<file path="src/rtl/crcfeed_pkg.sv">
`timescale 1ns/1ps
// Shared definitions for the CRC feed sequencer.
// Assumes: one clock domain, each clock one shift slot.
package crcfeed_pkg;

    localparam int unsigned ELEM_W_DEF = 16;
    localparam int unsigned CNT_W_DEF  = 5;

    // Operating mode of the feed controller in the current cycle.
    typedef enum logic [1:0] {
        FEED_IDLE  = 2'd0,
        FEED_HOLD  = 2'd1,
        FEED_SHIFT = 2'd2
    } feed_mode_e;

endpackage

</file>
<file path="src/rtl/crcfeed_bitsel.sv">
`timescale 1ns/1ps
// Bit selector: returns the element bit at a given index.
// Assumes: an index at or above ELEM_W selects nothing and yields 0.
module crcfeed_bitsel #(
    parameter int ELEM_W = 16,
    parameter int IDX_W  = 4
) (
    input  logic [ELEM_W-1:0] elem_i,
    input  logic [IDX_W-1:0]  idx_i,
    output logic              bit_o
);

    logic [ELEM_W-1:0] hit;

    // One AND term per bit position; exactly one can match the index.
    for (genvar g = 0; g < ELEM_W; g++) begin : g_tap
        assign hit[g] = elem_i[g] && (idx_i == IDX_W'(g));
    end

    // OR reduction of the matching term.
    assign bit_o = |hit;

endmodule

</file>
<file path="src/rtl/crcfeed_ctrl.sv">
`timescale 1ns/1ps
// Feed controller: tracks the bit position inside the head element,
// decides whether this cycle shifts, and pops after the final bit.
// Assumes: fifo_count_i and the head data are stable for the whole cycle.
module crcfeed_ctrl
    import crcfeed_pkg::*;
#(
    parameter int IDX_W = 4,
    parameter int CNT_W = 5
) (
    input  logic             clk,
    input  logic             rst_n,
    input  logic             run_i,
    input  logic [IDX_W-1:0] len_code_i,
    input  logic [CNT_W-1:0] count_i,
    input  logic             freeze_i,
    output logic             shift_en_o,
    output logic             pop_o,
    output logic [IDX_W-1:0] pos_o
);

    logic             mid_q;
    logic [IDX_W-1:0] idx_q;
    feed_mode_e       mode;
    logic             last_bit;

    // Current bit index: a new element starts at the length code.
    assign pos_o = mid_q ? idx_q : len_code_i;

    // Mode decode: a freeze outranks run, and run needs a nonempty FIFO.
    always_comb begin
        if (freeze_i)
            mode = FEED_HOLD;
        else if (run_i && (count_i != '0))
            mode = FEED_SHIFT;
        else
            mode = FEED_IDLE;
    end

    assign last_bit   = (pos_o == '0);
    assign shift_en_o = (mode == FEED_SHIFT);
    assign pop_o      = shift_en_o && last_bit;

    // Position register: steps down on each shift and holds otherwise.
    always_ff @(posedge clk) begin
        if (!rst_n) begin
            mid_q <= 1'b0;
            idx_q <= '0;
        end else if (shift_en_o) begin
            if (last_bit) begin
                mid_q <= 1'b0;
            end else begin
                mid_q <= 1'b1;
                idx_q <= pos_o - IDX_W'(1);
            end
        end
    end

    // no shift without run or without data
    assert_idle_no_shift_R1: assert property (@(posedge clk) disable iff (!rst_n)
        (!run_i || count_i == '0) |-> !shift_en_o)
        else $error("shift with run low or empty FIFO");

    // R8 (and R7): with no shift, the bit position is kept
    assert_hold_position_R8: assert property (@(posedge clk) disable iff (!rst_n)
        !shift_en_o |=> ($stable(idx_q) && $stable(mid_q)))
        else $error("position moved while not shifting");

    // an element only ends through a pop
    assert_end_by_pop_R3: assert property (@(posedge clk) disable iff (!rst_n)
        $fell(mid_q) |-> $past(pop_o))
        else $error("element ended without pop");

endmodule

</file>
<file path="src/rtl/crcfeed_irq.sv">
`timescale 1ns/1ps
// Interrupt logic: sets a sticky flag when the FIFO count reads zero
// right after a pop, i.e. on a true drain; clears on request.
// Assumes: a pop at count one leaves the count at zero the next cycle
// unless a write arrives in the same cycle.
module crcfeed_irq #(
    parameter int CNT_W = 5
) (
    input  logic             clk,
    input  logic             rst_n,
    input  logic             pop_i,
    input  logic [CNT_W-1:0] count_i,
    input  logic             clr_i,
    input  logic             en_i,
    output logic             flag_o,
    output logic             irq_o
);

    logic pop_q;
    logic drain_evt;

    // Remember whether the previous cycle popped an element.
    always_ff @(posedge clk) begin
        if (!rst_n) pop_q <= 1'b0;
        else        pop_q <= pop_i;
    end

    assign drain_evt = pop_q && (count_i == '0);

    // Sticky flag: a drain event sets it, a clear drops it.
    always_ff @(posedge clk) begin
        if (!rst_n)         flag_o <= 1'b0;
        else if (drain_evt) flag_o <= 1'b1;
        else if (clr_i)     flag_o <= 1'b0;
    end

    assign irq_o = flag_o && en_i;

    // the flag only rises after a pop
    assert_flag_after_pop_R5: assert property (@(posedge clk) disable iff (!rst_n)
        $rose(flag_o) |-> $past(pop_q))
        else $error("flag rose without a preceding pop");

    // zero count with no pop before it leaves a clear flag clear
    assert_no_wrap_flag_R6: assert property (@(posedge clk) disable iff (!rst_n)
        (count_i == '0 && !pop_q && !flag_o) |=> !flag_o)
        else $error("flag set without a drain");

endmodule

</file>
<file path="src/rtl/crcfeed_seq.sv">
`timescale 1ns/1ps
// CRC feed sequencer top: moves FIFO elements bit by bit into a serial
// CRC shifter, most significant used bit first, and flags a drain to empty.
// Assumes: the FIFO presents its head element and count combinationally
// and removes the head at the clock where fifo_pop_o is 1.
module crcfeed_seq #(
    parameter int ELEM_W = crcfeed_pkg::ELEM_W_DEF,
    parameter int CNT_W  = crcfeed_pkg::CNT_W_DEF,
    localparam int IDX_W = $clog2(ELEM_W)
) (
    input  logic              clk,
    input  logic              rst_n,
    input  logic              run_i,
    input  logic [IDX_W-1:0]  len_code_i,
    input  logic [CNT_W-1:0]  fifo_count_i,
    input  logic [ELEM_W-1:0] elem_data_i,
    input  logic              idle_stop_en_i,
    input  logic              idle_req_i,
    input  logic              irq_clr_i,
    input  logic              irq_en_i,
    output logic              ser_bit_o,
    output logic              shift_en_o,
    output logic              fifo_pop_o,
    output logic              irq_flag_o,
    output logic              irq_o
);

    logic             freeze;
    logic [IDX_W-1:0] pos;
    logic             sel_bit;

    // Freeze only when idle-stop is enabled and idle is requested.
    assign freeze = idle_stop_en_i && idle_req_i;

    crcfeed_ctrl #(.IDX_W(IDX_W), .CNT_W(CNT_W)) i_ctrl (
        .clk        (clk),
        .rst_n      (rst_n),
        .run_i      (run_i),
        .len_code_i (len_code_i),
        .count_i    (fifo_count_i),
        .freeze_i   (freeze),
        .shift_en_o (shift_en_o),
        .pop_o      (fifo_pop_o),
        .pos_o      (pos)
    );

    crcfeed_bitsel #(.ELEM_W(ELEM_W), .IDX_W(IDX_W)) i_bitsel (
        .elem_i (elem_data_i),
        .idx_i  (pos),
        .bit_o  (sel_bit)
    );

    // Serial bit is driven only in shift slots.
    assign ser_bit_o = shift_en_o && sel_bit;

    crcfeed_irq #(.CNT_W(CNT_W)) i_irq (
        .clk     (clk),
        .rst_n   (rst_n),
        .pop_i   (fifo_pop_o),
        .count_i (fifo_count_i),
        .clr_i   (irq_clr_i),
        .en_i    (irq_en_i),
        .flag_o  (irq_flag_o),
        .irq_o   (irq_o)
    );

    // a frozen sequencer neither shifts nor pops
    assert_freeze_quiet_R7: assert property (@(posedge clk) disable iff (!rst_n)
        freeze |-> (!shift_en_o && !fifo_pop_o))
        else $error("activity while frozen");

endmodule

</file>
<file path="config.mk">
export PLATFORM = sky130hd
export DESIGN_NAME = crcfeed_seq
export DESIGN_NICKNAME = d
export VERILOG_FILES = /design/src/rtl/crcfeed_pkg.sv /design/src/rtl/crcfeed_bitsel.sv /design/src/rtl/crcfeed_ctrl.sv /design/src/rtl/crcfeed_irq.sv /design/src/rtl/crcfeed_seq.sv
export SDC_FILE = /design/constraint.sdc
export NUM_CORES = 1
export LEC_CHECK = 0
export CELL_PAD_IN_SITES_DETAIL_PLACEMENT = 0
export CELL_PAD_IN_SITES_GLOBAL_PLACEMENT = 1
export CORE_ASPECT_RATIO = 0.8
export CORE_MARGIN = 3
export CORE_UTILIZATION = 26
export CTS_CLUSTER_SIZE = 28
export DETAILED_ROUTE_END_ITERATION = 10
export GPL_ROUTABILITY_DRIVEN = 1
export PLACE_DENSITY_LB_ADDON = 0.15
export SYNTH_ARGS = -nofsm -noshare
export SYNTH_HDL_FRONTEND = slang
export SYNTH_HIERARCHICAL = 1
export SYNTH_SLANG_ARGS = --single-unit
</file>
<file path="constraint.sdc">
create_clock -name clk -period 2.1 [get_ports clk]
set_input_delay 0.315 -clock clk [delete_from_list [all_inputs] [get_ports clk]]
set_output_delay 0.315 -clock clk [all_outputs]
set_load 0.005 [all_outputs]
</file>
After elaboration in Yosys (flattened, before gate mapping)
Index checks and enable logic that the tools add are counted.
Storage, ports and cells
  flip-flop bits (word level): 7
  memory bits (read-only): 0
  input bits: 32
  word-level logic and storage cells: 56
  memories kept: 0
  bits in writable memories: 0
  output and inout port bits: 5
  latch bits: 0
Operators by class
  divide/modulo/power cells: 0
  add/subtract/negate cells: 1
  multiplexer cells: 6
  reductions and logical operators: 28
  multipliers: 0
  bitwise logic cells: 1
  shift-type cells: 0
  $lt $le $gt $ge: 0
  equal/unequal tests: 16
Operators by type and width (number)
  == test 4 bit, second input constant: 8
  logical AND 1 bit: 22
  == test 4 x 3 -> 1 bit, second input constant: 4
  OR reduction 16 bit: 1
  == test 4 x 2 -> 1 bit, second input constant: 2
  zero test 5 bit: 1
  nonzero test 5 bit: 1
  == test 4 x 1 -> 1 bit, second input constant: 1
  zero test 4 bit: 1
  2-to-1 mux 2 bit: 2
  2-to-1 mux 4 bit: 1
  subtractor 4 x 1 -> 4 bit, second input constant: 1
  2-to-1 mux 1 bit: 3
  == test 2 bit, second input constant: 1
  AND reduction 2 bit: 1
  nonzero test 2 bit: 1
  NOT 1 bit: 1

Logic depth before layout (Yosys ltp)
  depth after elaboration: 6
  depth in mapped cells: 7
  mapped depth without buffers: 6

Hierarchy
The synthesis kept the hierarchy.
By module, submodules not included
  crcfeed_ctrl: cells an instance 40, times used 1, area each 376.6 sq um
  crcfeed_bitsel: cells an instance 7, times used 1, area each 135.1 sq um
  crcfeed_irq: cells an instance 8, times used 1, area each 90.1 sq um
  crcfeed_seq: cells an instance 2, times used 1, area each 12.5 sq um

Worst setup path after synthesis
No wires, ideal clock.
  path kind: register to output
  start: reg i_ctrl.mid_q
  end: out ser_bit_o
  buffers on the path: 1
  required time: 1785 ps
  cell stages (with the launch flop): 7
  data arrival time: 1535 ps
  slack: 250 ps
  path through: dfxtp_1 -> buf_6 -> mux2_4 -> mux4_1 -> mux2i_1 -> mux2i_1 -> and2_1
Between the ends
  longest elaborated chain between the ends: 5
  elaborated cells on any way between the ends: 35
RTL lines
  start, declared: line crcfeed_ctrl.sv:22  | logic mid_q;
  start signal, assigned: line crcfeed_ctrl.sv:47  | mid_q <= 1'b0;
  start signal, assigned: line crcfeed_ctrl.sv:51  | mid_q <= 1'b0;
  start signal, assigned: line crcfeed_ctrl.sv:53  | mid_q <= 1'b1;
  2-to-1 mux 4 bit *: line crcfeed_ctrl.sv:28  | assign pos_o = mid_q ? idx_q : len_code_i;
  net pos[0]: line crcfeed_seq.sv:29  | logic [IDX_W-1:0] pos;
  == test 4 x 1 -> 1 bit, or another cell as far along: line crcfeed_bitsel.sv:17  | assign hit[g] = elem_i[g] && (idx_i == IDX_W'(g));
  logical AND 1 bit: line crcfeed_bitsel.sv:17
  OR reduction 16 bit *: line crcfeed_bitsel.sv:21  | assign bit_o = |hit;
  net sel_bit: line crcfeed_seq.sv:30  | logic sel_bit;
  logical AND 1 bit *: line crcfeed_seq.sv:54  | assign ser_bit_o = shift_en_o && sel_bit;
  end, declared: line crcfeed_seq.sv:21  | output logic ser_bit_o,
Mark *: on every way through the listed nets, which the timed path passes. The rest lies on a longest branch.

Worst setup path in the final report
Same ends and word-level chain as after synthesis.

==> metrics <==
CTS tree yes; Comb pwr share 45.2%; Hold Buf Count CTS 0; Final Non-Filler Cells 138; top-count cell post-synth dfxtp_1; startpoint types register; Post-Syn Area per Cell 10.8 µm²; initial antenna violation count 0; DP Wirelength 1.59 mm; via count 650; Min-Delay Startpoint i_ctrl/idx_q[2]; Setup-failing EPs final 1; asr flop ratio synth 0%; R2R setup slack 0.33 ns; metal3 WL 64 µm; Synthesis Warnings 6; Final Skew 0.00585 ns; Tightest Pin Transition 0.313 ns; Routed wire per std cell 13.8 µm; RSZ-0062 raised after global routing yes; Final TNS setup -0.0996 ns; Max Clk Rate 0.455 GHz; core area 2200 µm²; via/cell ratio 4.71; Synth Instances 57; failing checks setup timing; CP max-delay cell mux4_2; Mapped Nets 91; reg2reg path depth 10; H-tree depth 1; met2 WL 866 µm; uppermost layer routed met4; Worst EP required 1.78 ns; io pins 37; cts bufs inserted 3; Die H 49.5 µm; Final Cell Area 1130 µm²; Hold Path Class reg2reg; DRT iter0 DRCs 12; ratio of cells with drive above 1 in the final layout 35.4%; P_int 0.000359 W; Critical R2R Launch i_ctrl/mid_q; sw frac 28.6%; Inst Count DP 131; post-synth top area share 22.8%; cell taking the most area after synthesis dfxtp_1; power share of the clock group 24.9%; Met1 Wirelength 959 µm; Starting Density 28.0%; critical path arrival 1.88 ns; # DRC 0; Unique masters post-synth 31; first-pass GRT wire length 3.19 mm; Synth Register Bits 7; r2r endpoint i_irq/pop_q; Endpoint, Worst Hold i_ctrl/idx_q[2]; critical path cell sequence mux2_4, mux4_2, mux2i_1, mux2i_1, and2_1, buf_2; die area 2990 µm²; Max stage delay on crit path 0.43 ns; Chip Width 60.3 µm; Final Power 0.000502 W; fraction of the yosys area taken by sequential cells 22.8%; Slew Viols, Final 0; Syn-to-layout area delta 84.7%; Lkg Pwr 0.479 nW; Hold Path Depth 2; kind of critical path reg2out; prevailing post-synth register cell dfxtp_1; Reg clk slew, reported paths 0.06 ns; min Tclk post-route 2.20 ns; Routed Antenna Nets 0; Placement Cell Area 1100 µm²; Psw 0.000143 W; most common library cells after synthesis dfxtp_1 (7), and2_1 (4), mux2i_1 (4), mux4_1 (4); Post-synth EDFFs 0; Cell Area, Synth 614 µm²; drt total wl 1.91 mm; slew margin rel. 78.9%; clk_lat worst skew 0.25 ns; Root Buffer Master clkbuf_4; Max FO, Critical Path 5; Nets 148; Row Count 15; Critical Path End Type output port; maximum vdd drop 0.000366 V; vias in the first global route 661; clk buf depth 2; top cells by area, synth dfxtp_1 (23%), mux4_1 (17%), mux2i_1 (6.5%), o41ai_2 (5.3%), and2_1 (4.1%); GRT Util Overall 14.6%; CP most frequent cell mux2i_1; pin count of the biggest net entering global routing 7; routability cong. 0.778; final hold violation count 0; # Max-Cap Violations 0; Pre-antenna DRT Iters 4; buffers added on ports 36; Clock Sinks 7; share of power burned in registers 30.0%; number of inserted diodes 0; final period utilization 105%; status finished with violations; grt ovf 0; slack of the critical path -0.0996 ns; Post-Place Worst Slack -0.577 ns; PwrDens 442 nW/µm²
## through the flow
step,util [%],hold slack (ns)
global route,51.7,0.512
CTS,51.5,0.508
detailed placement,50.1,0.505
floorplan,-,0.411
finish,51.7,0.506
global placement,50.1,0.488
## layout make-up
cell class | instances | area (µm²)
timing repair buffer | 53 | 474
inverter | 5 | 21.3
tap | 25 | 31.3
multi-input combinational | 44 | 440
clock buffer | 4 | 26.3
fill | 213 | 1060
sequential | 7 | 141
## critical path: cells and delay by family (launching register included)
| family | cells | cell delay, ns |
|---|---|---|
| buffers and inverters | 1 | 0.12 |
| DFF | 1 | 0.33 |
| muxes | 4 | 1.03 |
| and+or+nand+nor | 1 | 0.14 |
## how the worst max path moves through the flow
stage,cells after the start,from,slack (ns),endpoint
finish,6,i_ctrl/mid_q,-0.1,ser_bit_o
global route,6,i_ctrl/mid_q,-0.19,ser_bit_o
CTS,6,i_ctrl/mid_q,-0.14,ser_bit_o
detailed placement,7,len_code_i[0],-0.58,ser_bit_o
global placement,7,len_code_i[0],-0.53,ser_bit_o
floorplan,6,i_ctrl/mid_q,0.25,ser_bit_o
## per-layer routing
metal	track usage (%)	up-vias
li1	-	338
met1	21.3	300
met2	19.8	8
met3	4.97	4
met4	4.43	0
met5	0	-
## layout by cell type, fill, tap and decap left out, types with 2 or more instances in the layout
master | netlist | layout
dfxtp_1 | 7 | 6
clkdlybuf4s50_1 | 0 | 28
o41ai_2 | 2 | 2
mux2_2 | 2 | 2
dlygate4sd2_1 | 0 | 6
and2_1 | 4 | 4
nor2_1 | 3 | 3
mux4_2 | 0 | 3
clkbuf_4 | 0 | 3
o21ai_0 | 2 | 2
buf_2 | 0 | 2
inv_1 | 3 | 3
buf_4 | 0 | 16
a21oi_1 | 3 | 3
mux2i_1 | 4 | 3
## power by group through the flow
stage          sequential [W]  combinational (W)  clock [W]
2_1_floorplan        0.000149           0.000106          0
3_3_place_gp         0.000152           0.000217          0
3_5_place_dp         0.000152           0.000221          0
4_1_cts              0.000150           0.000226   0.000131
5_1_grt              0.000152           0.000246   0.000145
6_report             0.000150           0.000227   0.000125
## repair_timing
action                     in CTS  in global routing
gates resized for setup        21                  1
pin swaps                       4                  4
setup endpoints to repair       3                  3
setup buffers                   3                  0
## registers in the layout (all words and copies together) (netlist names)
| signal | cells |
|---|---|
| i_ctrl/mid_q | 1 |
| i_irq/pop_q | 1 |
| i_ctrl/idx_q | 4 |
| i_irq/flag_o | 1 |
## cell families (layout without fill, tap and decap cells)
| logic type | count (synthesis) | after routing | share of synthesized area (%) |
|---|---|---|---|
| multiplexers | 11 | 11 | 29.7 |
| flip-flops | 7 | 7 | 22.8 |
| buffers and inverters | 6 | 62 | 5.30 |
| AO/OA/AOI/OAI | 13 | 13 | 18.5 |
| XOR/XNOR | 1 | 1 | 1.43 |
| adder cells (fa/ha/maj) | 2 | 2 | 4.07 |
| AND/OR/NAND/NOR | 17 | 17 | 18.1 |
(Power assumes the default switching activity.)
